--- src/rtl/mbt_pkg.sv ---
package mbt_pkg;

    typedef enum logic [1:0] {
        ST_IDLE = 2'd0,
        ST_TURN = 2'd1,
        ST_DATA = 2'd2
    } mbt_state_e;

    // bus command code that this target answers
    localparam logic [3:0] CMD_MEM_READ = 4'b0110;

endpackage

--- src/rtl/mbt_addr_decode.sv ---
module mbt_addr_decode
    import mbt_pkg::*;
#(
    parameter int               BUS_W     = 32,
    parameter logic [BUS_W-1:0] BASE_ADDR = 32'h4000_0000,
    parameter int               WIN_LOG2  = 6,
    localparam int              IDX_W     = WIN_LOG2 - 2
) (
    input  logic [BUS_W-1:0] addr,
    input  logic [3:0]       cmd_n,
    output logic             hit,
    output logic [IDX_W-1:0] idx
);

    logic in_window;
    logic linear;
    logic is_read;

    always_comb begin
        in_window = (addr[BUS_W-1:WIN_LOG2] == BASE_ADDR[BUS_W-1:WIN_LOG2]);
        linear    = (addr[1:0] == 2'b00);
        is_read   = (cmd_n == CMD_MEM_READ);
        hit       = in_window && linear && is_read;
        idx       = addr[WIN_LOG2-1:2];
    end

endmodule

--- src/rtl/mbt_word_ptr.sv ---
module mbt_word_ptr #(
    parameter int IDX_W = 4
) (
    input  logic             clk,
    input  logic             rst_n,
    input  logic             load,
    input  logic [IDX_W-1:0] load_idx,
    input  logic             step,
    output logic [IDX_W-1:0] idx_q,
    output logic [IDX_W-1:0] idx_inc
);

    logic [IDX_W-1:0] idx_d;

    always_comb begin
        // array depth is a power of two, so the carry out is dropped to wrap
        idx_inc = idx_q + 1'b1;
        idx_d   = idx_q;
        if (load) begin
            idx_d = load_idx;
        end else if (step) begin
            idx_d = idx_inc;
        end
    end

    always_ff @(posedge clk or negedge rst_n) begin
        if (!rst_n) begin
            idx_q <= '0;
        end else begin
            idx_q <= idx_d;
        end
    end

endmodule

--- src/rtl/mbt_burst_target.sv ---
module mbt_burst_target
    import mbt_pkg::*;
#(
    parameter int               BUS_W     = 32,
    parameter logic [BUS_W-1:0] BASE_ADDR = 32'h4000_0000,
    parameter int               WIN_LOG2  = 6,
    localparam int              IDX_W     = WIN_LOG2 - 2,
    localparam int              BE_W      = BUS_W / 8
) (
    input  logic             clk,
    input  logic             rst_n,
    input  logic             frame_n,
    input  logic             irdy_n,
    input  logic [BE_W-1:0]  cbe_n,
    input  logic [BUS_W-1:0] ad_in,
    output logic [BUS_W-1:0] ad_out,
    output logic             ad_oe,
    output logic             trdy_n,
    output logic             devsel_n,
    output logic             loc_rd,
    output logic [IDX_W-1:0] loc_idx,
    input  logic [BUS_W-1:0] loc_rdata
);

    typedef struct packed {
        mbt_state_e       st;
        logic             frame_n;
        logic             devsel_n;
        logic             trdy_n;
        logic             oe;
        logic [BUS_W-1:0] ad;
    } regs_t;

    regs_t r_d, r_q;

    logic             hit;
    logic [IDX_W-1:0] dec_idx;
    logic             start;
    logic             xfer;
    logic             ptr_load;
    logic             ptr_step;
    logic [IDX_W-1:0] ptr_idx;
    logic [IDX_W-1:0] ptr_inc;

    mbt_addr_decode #(
        .BUS_W     (BUS_W),
        .BASE_ADDR (BASE_ADDR),
        .WIN_LOG2  (WIN_LOG2)
    ) u_decode (
        .addr  (ad_in),
        .cmd_n (cbe_n[3:0]),
        .hit   (hit),
        .idx   (dec_idx)
    );

    mbt_word_ptr #(
        .IDX_W (IDX_W)
    ) u_ptr (
        .clk      (clk),
        .rst_n    (rst_n),
        .load     (ptr_load),
        .load_idx (dec_idx),
        .step     (ptr_step),
        .idx_q    (ptr_idx),
        .idx_inc  (ptr_inc)
    );

    always_comb begin
        r_d         = r_q;
        r_d.frame_n = frame_n;
        start       = !frame_n && r_q.frame_n;
        xfer        = !irdy_n && !r_q.trdy_n;
        ptr_load    = 1'b0;
        ptr_step    = 1'b0;
        loc_rd      = 1'b0;
        loc_idx     = ptr_idx;

        case (r_q.st)
            ST_IDLE: begin
                if (start && hit) begin
                    r_d.st       = ST_TURN;
                    r_d.devsel_n = 1'b0;
                    ptr_load     = 1'b1;
                end
            end
            ST_TURN: begin
                // path is left undriven this clock; fetch the first word
                r_d.st     = ST_DATA;
                r_d.trdy_n = 1'b0;
                r_d.oe     = 1'b1;
                r_d.ad     = loc_rdata;
                loc_rd     = 1'b1;
            end
            ST_DATA: begin
                loc_idx = ptr_inc;
                if (xfer) begin
                    if (frame_n) begin
                        r_d.st       = ST_IDLE;
                        r_d.devsel_n = 1'b1;
                        r_d.trdy_n   = 1'b1;
                        r_d.oe       = 1'b0;
                    end else begin
                        r_d.ad   = loc_rdata;
                        loc_rd   = 1'b1;
                        ptr_step = 1'b1;
                    end
                end
            end
            default: begin
                r_d.st       = ST_IDLE;
                r_d.devsel_n = 1'b1;
                r_d.trdy_n   = 1'b1;
                r_d.oe       = 1'b0;
            end
        endcase
    end

    always_ff @(posedge clk or negedge rst_n) begin
        if (!rst_n) begin
            r_q <= '{st: ST_IDLE, frame_n: 1'b1, devsel_n: 1'b1,
                     trdy_n: 1'b1, oe: 1'b0, ad: '0};
        end else begin
            r_q <= r_d;
        end
    end

    assign ad_out   = r_q.ad;
    assign ad_oe    = r_q.oe;
    assign trdy_n   = r_q.trdy_n;
    assign devsel_n = r_q.devsel_n;

endmodule

--- config.mk ---
export PLATFORM = sky130hd
export DESIGN_NAME = mbt_burst_target
export DESIGN_NICKNAME = d
export VERILOG_FILES = /design/src/rtl/mbt_pkg.sv /design/src/rtl/mbt_addr_decode.sv /design/src/rtl/mbt_word_ptr.sv /design/src/rtl/mbt_burst_target.sv
export SDC_FILE = /design/constraint.sdc
export NUM_CORES = 1
export LEC_CHECK = 0
export BUFFER_PORTS_ARGS = -buffer_cell sky130_fd_sc_hd__buf_2
export CAP_MARGIN = 20
export CORE_ASPECT_RATIO = 0.6
export CORE_UTILIZATION = 50
export CTS_BUF_LIST = sky130_fd_sc_hd__clkbuf_4
export DETAILED_ROUTE_END_ITERATION = 8
export PLACE_DENSITY = 0.95
export SETUP_SLACK_MARGIN = 0.4
export SLEW_MARGIN = 25
export SYNTH_ARGS = -nofsm -noshare
export SYNTH_HDL_FRONTEND = slang
export SYNTH_SLANG_ARGS = --single-unit
--- constraint.sdc ---
create_clock -name clk -period 2.95 [get_ports clk]
set_input_delay 0 -clock clk [delete_from_list [all_inputs] [get_ports clk]]
set_output_delay 0 -clock clk [all_outputs]
set_load 0.1 [all_outputs]
==> results.py <==
metrics = {
    "synth": {
        "synth_common_cells": "dfrtp_1 (39), mux2_2 (39), buf_4 (32)",
        "synth_top_area_cell": "dfrtp_1",
        "syn_nets": 251,
        "ys.warnings.count": 0,
        "syn_area_per_cell_um2": 12.7,
        "synthesis.area_um2": 2210,
        "yosysTopAreaCellShare": 0.441,
        "synth_cell_types": 32,
        "synth_top_flop_cell": "dfrtp_1",
        "yosysSeqAreaShare": 0.477,
        "synth_cells": 174,
        "ys_async_sr_fraction": 1.00,
        "synth_edf_count": 0,
        "synth-seq-cells": 42,
        "synth_area_leaders": "dfrtp_1 (44%), mux2_2 (20%), buf_4 (11%), dfstp_2 (3.6%), ha_1 (2.8%)",
    },
    "timing": {
        "setup_viol": 0,
        "period_share": 0.838,
        "clock.fmax_mhz": 404,
        "slew_violations": 0,
        "max_slew_margin": 0.666,
        "rsz0062_at_grt": "yes",
        "final_hold_viol_count": 0,
        "worst_slew_pin_slew_ns": 0.505,
        "fin_crit_ns": 2.47,
        "fin_tns_setup_ns": 0,
        "fin_skew_ns": 0.00690,
    },
    "routing": {
        "wl_um": 5330,
        "ant_nets": 0,
        "vias": 1760,
        "post_drt_wl_per_cell_um": 14.8,
        "drtPass1Iterations": 6,
        "vias_per_cell": 4.90,
        "route.detailed.drc": 0,
        "drtIter0Drc": 37,
    },
    "global_route": {
        "grt-ovfl-total": 0,
        "antenna_found_initial": 0,
        "grt_pass1_vias": 1703,
        "grt_usage": 0.230,
        "grt_pass1_wl_um": 7950,
        "grt_max_degree": 43,
    },
    "clock_tree": {
        "cts_tree": "built",
        "cts.sinks": 42,
        "cts.reportedPaths.clkPinSlew_ns": 0.13,
        "clkLatencyLatePin_ns": 0.34,
        "cts_max_level": 2,
        "clk_path_buf_depth": 2,
        "cts_made_buffers": 5,
        "cts-root-buf": "clkbuf_4",
    },
    "finish": {
        "nFillCells": 278,
        "fin_cells": 359,
        "nets": 375,
        "drive_above_1_share": 0.575,
        "multiInputGateArea_um2": 890,
        "n_antenna_cell": 0,
        "regArea_um2": 1050,
        "syn2layout_area_growth_pct": 40.9,
    },
    "setup_path": {
        "critical_path_class": "reg2reg",
        "crit_arrival_ns": 2.71,
        "reg2reg_setup_slack_ns": 0.48,
        "cp_max_fo": 21,
        "cp-start-kind": "register",
        "crit_path_max_incr_delay_ns": 0.40,
        "end_kind": "register",
        "required_ns": 3.18,
        "cp_common_cell": "buf_4",
        "cp_cell_sequence": "inv_1 -> ha_1 -> nor4b_4 -> buf_4 -> buf_4 -> a21oi_4 -> buf_12 -> mux2_2",
        "critPathSlowestCell": "dfrtp_1",
    },
    "status": {
        "status": "finished clean",
    },
    "floorplanning": {
        "die-area_um2": 4700,
        "start_util": 0.531,
        "ios": 112,
        "die_height_um": 53.5,
        "die_w_um": 87.8,
        "core_area_um2": 4170,
        "row_count": 18,
    },
    "placement": {
        "dp.cells": 310,
        "gp_congestion": 0.809,
        "port_buffers": 111,
        "place_hpwl_um": 3420,
    },
    "min_path": {
        "hold_class": "in2async",
    },
    "run": {
        "drv_cap": 0,
    },
}
-- cells by family after synthesis --
logic type	Yosys count	share of synthesized area
AND/OR/NAND/NOR	27	0.0934
XOR/XNOR	6	0.0238
flip-flops	42	0.477
multiplexers	39	0.199
AO/OA/AOI/OAI	15	0.0464
adder cells (fa/ha/maj)	5	0.0283
buffers and inverters	40	0.132
-- per-layer routing --
metal,share of wire,wire length [um],GRT usage,up-vias
li1,-,-,-,838
met1,0.43,2270,0.281,851
met2,0.50,2660,0.407,67
met3,0.068,362,0.0640,4
met4,0.0068,36,0.0601,0
met5,0,0,0,-
-- registers in the layout, indices dropped and copies added, names as in the netlist --
signal       flops
r_q              3
ad_oe            1
ad_out          32
trdy_n           1
devsel_n         1
u_ptr.idx_q      4
-- timing repair --
action,CTS,global route
resized for setup,0,0
hold buffers,38,0
buffers inserted,0,2
endpoints found under the hold margin,76,0
endpoints found under the setup margin,0,1
-- layout by cell type (no fill, tap or decap), types with 4 or more instances in the layout --
master         Yosys  layout
mux2_2            39      39
buf_2              0     111
nor4_1             5       5
inv_1              4       4
dlygate4sd3_1      0      38
dfrtp_1           39      39
ha_1               5       5
clkbuf_4           0       5
-- worst max-delay path: cells and delay by family (launching register included) --
kind,cells,cell delay (ns)
compound gates,1,0.37
mux,1,0.38
buf+inv,4,0.63
flops,1,0.40
fa+ha+maj,1,0.38
simple gates,1,0.20
-- stage by stage --
stage / instance area, um^2 / hold slack, ns / util / worst slack [ns]
final: 3110 / 0.138 / 0.747 / 0.478
after global routing: 3110 / 0.145 / 0.747 / 0.362
after CTS: 3070 / 0.139 / 0.737 / 0.434
after detailed placement: 2610 / 0.157 / 0.626 / 0.627
after global placement: 2610 / 0.155 / 0.626 / 0.792
after floorplan: 2230 / -0.296 / - / 0.503
-- worst paths after layout --
kind                           start         end  depth (start not counted)
min                            rst_n  ad_out[12]                          2
min in group clk           ad_in[17]    devsel_n                          5
max                          r_q[36]  ad_out[16]                          8
min reg2reg                 devsel_n    devsel_n                          2
max in group asynchronous      rst_n    devsel_n                          3
max reg2reg                  r_q[36]  ad_out[16]                          8
-- cell type report --
| class | instances | area share |
|---|---|---|
| well taps | 60 | 0.0241 |
| flip-flops and latches | 42 | 0.339 |
| clock buffers | 5 | 0.0121 |
| multi-input cells | 92 | 0.286 |
| clock inverters | 3 | 0.0141 |
| inverters | 4 | 0.00482 |
| repair buffers | 153 | 0.321 |
Power is left out: the tool's default activity adds up to more than one toggle a clock period on the data nets, which glitch-free logic cannot reach.
